$ cat src/rtl/mixcol_duo.sv
module mixcol_duo #(
  parameter int COLS = 4
) (
  input  logic               clk,
  input  logic               rst_n,
  input  logic               in_vld,
  input  logic               inv_mode,
  input  logic               skip,
  input  logic [32*COLS-1:0] st_in,
  output logic               out_vld,
  output logic [32*COLS-1:0] st_out
);
  localparam int W = 32 * COLS;

  function automatic logic [7:0] xt(input logic [7:0] a);
    return {a[6:0], 1'b0} ^ (a[7] ? 8'h1b : 8'h00);
  endfunction

  logic [W-1:0] mixed;

  genvar c;
  generate
    for (c = 0; c < COLS; c++) begin : g_col
      logic [7:0] a   [4];
      logic [7:0] x1  [4];
      logic [7:0] x2  [4];
      logic [7:0] x3  [4];
      logic [7:0] m2  [4];
      logic [7:0] m3  [4];
      logic [7:0] m9  [4];
      logic [7:0] m11 [4];
      logic [7:0] m13 [4];
      logic [7:0] m14 [4];
      logic [7:0] b   [4];
      for (genvar r = 0; r < 4; r++) begin : g_row
        assign a[r]   = st_in[W-1-8*(4*c+r) -: 8];
        assign x1[r]  = xt(a[r]);
        assign x2[r]  = xt(x1[r]);
        assign x3[r]  = xt(x2[r]);
        assign m2[r]  = x1[r];
        assign m3[r]  = x1[r] ^ a[r];
        assign m9[r]  = x3[r] ^ a[r];
        assign m11[r] = x3[r] ^ x1[r] ^ a[r];
        assign m13[r] = x3[r] ^ x2[r] ^ a[r];
        assign m14[r] = x3[r] ^ x2[r] ^ x1[r];
      end
      for (genvar r = 0; r < 4; r++) begin : g_out
        assign b[r] = inv_mode
          ? (m14[r] ^ m11[(r+1)%4] ^ m13[(r+2)%4] ^ m9[(r+3)%4])
          : (m2[r]  ^ m3[(r+1)%4]  ^ a[(r+2)%4]   ^ a[(r+3)%4]);
        assign mixed[W-1-8*(4*c+r) -: 8] = b[r];
      end
    end
  endgenerate

  always_ff @(posedge clk or negedge rst_n) begin
    if (!rst_n) begin
      out_vld <= 1'b0;
      st_out  <= '0;
    end else begin
      out_vld <= in_vld;
      if (in_vld) st_out <= skip ? st_in : mixed;
    end
  end
endmodule


$ cat config.mk
export PLATFORM = sky130hd
export DESIGN_NAME = mixcol_duo
export DESIGN_NICKNAME = d
export VERILOG_FILES = /design/src/rtl/mixcol_duo.sv
export SDC_FILE = /design/constraint.sdc
export NUM_CORES = 1
export LEC_CHECK = 0
export BUFFER_PORTS_ARGS = -buffer_cell sky130_fd_sc_hd__buf_2
export CAP_MARGIN = 20
export CORE_MARGIN = 1.5
export CORE_UTILIZATION = 44
export CTS_CLUSTER_SIZE = 10
export DETAILED_ROUTE_END_ITERATION = 7
export GPL_TIMING_DRIVEN = 0
export HOLD_SLACK_MARGIN = 0.12
export SETUP_SLACK_MARGIN = 0.15
export SYNTH_ARGS = -nofsm -noshare
export SYNTH_HDL_FRONTEND = slang
export SYNTH_SLANG_ARGS = --single-unit
$ cat constraint.sdc
create_clock -name clk -period 2.5 [get_ports clk]
set_clock_uncertainty 0.15 [all_clocks]
set_input_delay 0.25 -clock clk [delete_from_list [all_inputs] [get_ports clk]]
set_output_delay 0.25 -clock clk [all_outputs]
set_load 0.01 [all_outputs]
==> metrics.cfg <==
[status]
status = complete, no violations

[setup_path]
cp_slowest_cell = clkbuf_1
worstPathArrival_ns = 2.42
cp-endpoint = st_out[3]
timing.critical_path.buf_inv = 4
max_stage_delay_ns = 0.71
reg2reg_depth = 3
reg2reg_to = st_out[117]
crit_family = buffers and inverters
cp-start-kind = primary input
r2r-start = st_out[117]
path_common_cell = clkbuf_1
worstSetupPathType = primary input to flip-flop
worst-endpoint-required_ns = 2.64
critPathMaxFanout = 10
endpoint_kind = flip-flop
path_cells = buf_2, clkbuf_1, clkbuf_2, clkbuf_1, o22ai_1
crit_path_start = in_vld
path_depth = 5
r2r_setup_slack_ns = 1.37

[place]
placed_cell_area_um2 = 17300
dp.cells = 2320
gp_congestion = 0.919
io_buffer_count = 146
dp_hpwl_mm = 42.6

[clock_network]
numClockSinks = 129
cts_buffers = 17
insertion_delay_ns = 0.45
htree_levels = 4
cts_root_buffer = clkbuf_16
cts_buffer_depth = 2
cts_tree = built
postCtsSetupBuffers = 0
clk_pin_slew_ns = 0.07

[layout]
nets = 2050
drive_above_1_share_pct = 18.3
final_cell_area_um2 = 18300
multi_input_area_um2 = 11800
stdcell_count = 2392
syn_to_final_growth_pct = 15.1
fillers = 3485
ff_latch_area_um2 = 3230

[timing]
maxSlewHeadroom_pct = 29.4
period_minus_slack_ns = 2.28
setup_viol = 0
max_slew.worst_pin.slew_ns = 1.06
rsz0062_at_grt = no
fmax_ghz = 0.438
hold_viol = 0
slew_violations = 0
fin_crit_sh_pct = 91.3

[route]
num_vias = 12900
wl_met3_mm = 4.83
top_layer = met5
routed_wl_mm = 56.7
ant_nets = 0
wl_met2_mm = 25.7
drt_iter0_drc = 942
m1WireLength_mm = 24.3
wl_per_cell_um = 23.7
drc = 0
firstDrtPassIters = 5
routed_via_density = 5.40

[power_and_ir_drop]
p_per_area_nw_per_um2 = 728
leakagePower_uw = 0.00760
ir_worst_vdd_uv = 548

[floorplan]
rows = 69
start_util_pct = 44.7
fp.dieH_um = 193
die_w_um = 193
dieArea_um2 = 37300
core_um2 = 35600
pin_count = 262

[yosys]
yosysSeqAreaShare_pct = 20.3
synth-async-reset-ratio_pct = 100
yosys_register_bits = 129
synth_commonest_cells = 570 x xnor2_1, 172 x xor2_1, 132 x o21ai_0
synth.most_common_cell = xnor2_1
synth.distinct_cells = 45
synth_cells = 1712
syn_nets = 1845
yosysTopAreaCell = xnor2_1
synth_flop_cell = dfrtp_1
netlist.area_leader.share_pct = 31.4
postSynthAreaPerCell_um2 = 9.29
synth-warning-count = 0
synth_area_leaders = xnor2_1 31%, dfrtp_1 20%, xor2_1 9.5%, xnor3_1 8.6%, o21ai_0 4.2%
synth-edff-count = 0
synthesis.area_um2 = 15900

[hold_path]
min_path_type = primary input to flip-flop

[global_routing]
track_usage_pct = 30.7
grt_pass1_vias = 12800
grt_max_degree = 73
antenna_found_initial = 3
overflow = 0
grt_pass1_wl_mm = 83.1

[job]
maxCapViolCount = 0

per-stage QoR:
stage	util [%]	power [µW]	worst slack [ns]	hold WS, ns	TNS (ns)
final	51.5	13300	0.217	0.124	0
after global routing	51.4	14100	0.156	0.150	0
after CTS	51.1	13300	0.140	-0.154	0
after detailed placement	48.5	10800	-0.739	0.123	-42.77
after global placement	48.4	10700	-0.936	0.314	-157.47
after floorplan	-	8830	0.154	-0.196	0
worst min path at each step:
stage                  endpoint        from  depth (start not counted)  slack [ns]
floorplan               out_vld       rst_n                          0       -0.20
global placement        out_vld      in_vld                          1        0.31
detailed placement  st_out[105]       rst_n                          1        0.12
CTS                     out_vld      in_vld                          1       -0.15
global route        st_out[115]  st_in[115]                          3        0.15
finish               st_out[48]   st_in[48]                          3        0.12
placed cells by master, fill, tap and decap left out, types with 4 or more instances in the layout:
cell / count
xnor2_1: 562
buf_2: 196
xor2_1: 170
o21ai_0: 132
dfrtp_1: 129
nand2_1: 111
clkbuf_1: 85
xnor3_1: 60
inv_1: 51
mux2_2: 48
dlygate4sd3_1: 38
nor2_1: 30
o211ai_1: 30
a21oi_1: 26
nand2b_1: 26
clkbuf_2: 20
nand3_1: 20
o221ai_1: 20
xnor2_2: 18
mux2i_1: 17
clkbuf_16: 17
o22ai_1: 14
xor3_1: 11
a22oi_1: 11
buf_4: 10
xor2_2: 9
buf_6: 6
buf_1: 6
nor2b_1: 5
clkinv_2: 5
xor2_4: 4
a31oi_1: 4
o21ai_1: 4
clkinvlp_4: 4
layer usage:
metal | vias to the layer above | global-route usage [%]
met5 | - | 0
met4 | 4 | 10.6
met3 | 96 | 6.30
met2 | 538 | 48.7
met1 | 6378 | 41.4
li1 | 5907 | -
power by group:
part / switching (µW) / internal (µW) / leakage, µW
Combinational: 4080 / 3860 / 0.00582
Sequential: 359 / 2630 / 0.00153
Clock: 1090 / 1300 / 0.000251
registers in the layout, indices dropped and copies added, names as in the netlist:
name / flops
out_vld: 1
st_out: 128
kinds of logic after synthesis:
group,count (synthesis),synth area share [%]
DFF,129,20.3
muxes,66,4.56
xor gates and xnor gates,838,54.0
buffers and inverters,228,6.28
and+or+nand+nor,201,5.56
AOI/OAI and AO/OA,250,9.34
area by class of cell:
class / instances / area share (%)
flip-flops and latches: 129 / 17.6
clock buffers: 21 / 2.52
plain buffers: 177 / 4.61
well taps: 461 / 3.15
diodes: 2 / 0.0273
repair buffers: 186 / 6.34
multi-input cells: 1355 / 64.3
clock inverters: 10 / 0.349
inverters: 51 / 1.05
tightest hold or removal path: cells and delay by family:
kind	cells	cell delay [ns]
AOI/OAI and AO/OA	2	0.27
buffers and inverters	1	0.17
what timing repair did:
item,CTS,global route
hold endpoints to repair,94,1
hold buffers,37,1
setup endpoints to repair,73,48
resized for setup,12,30
Note: power is estimated with default switching activity, not from simulation.
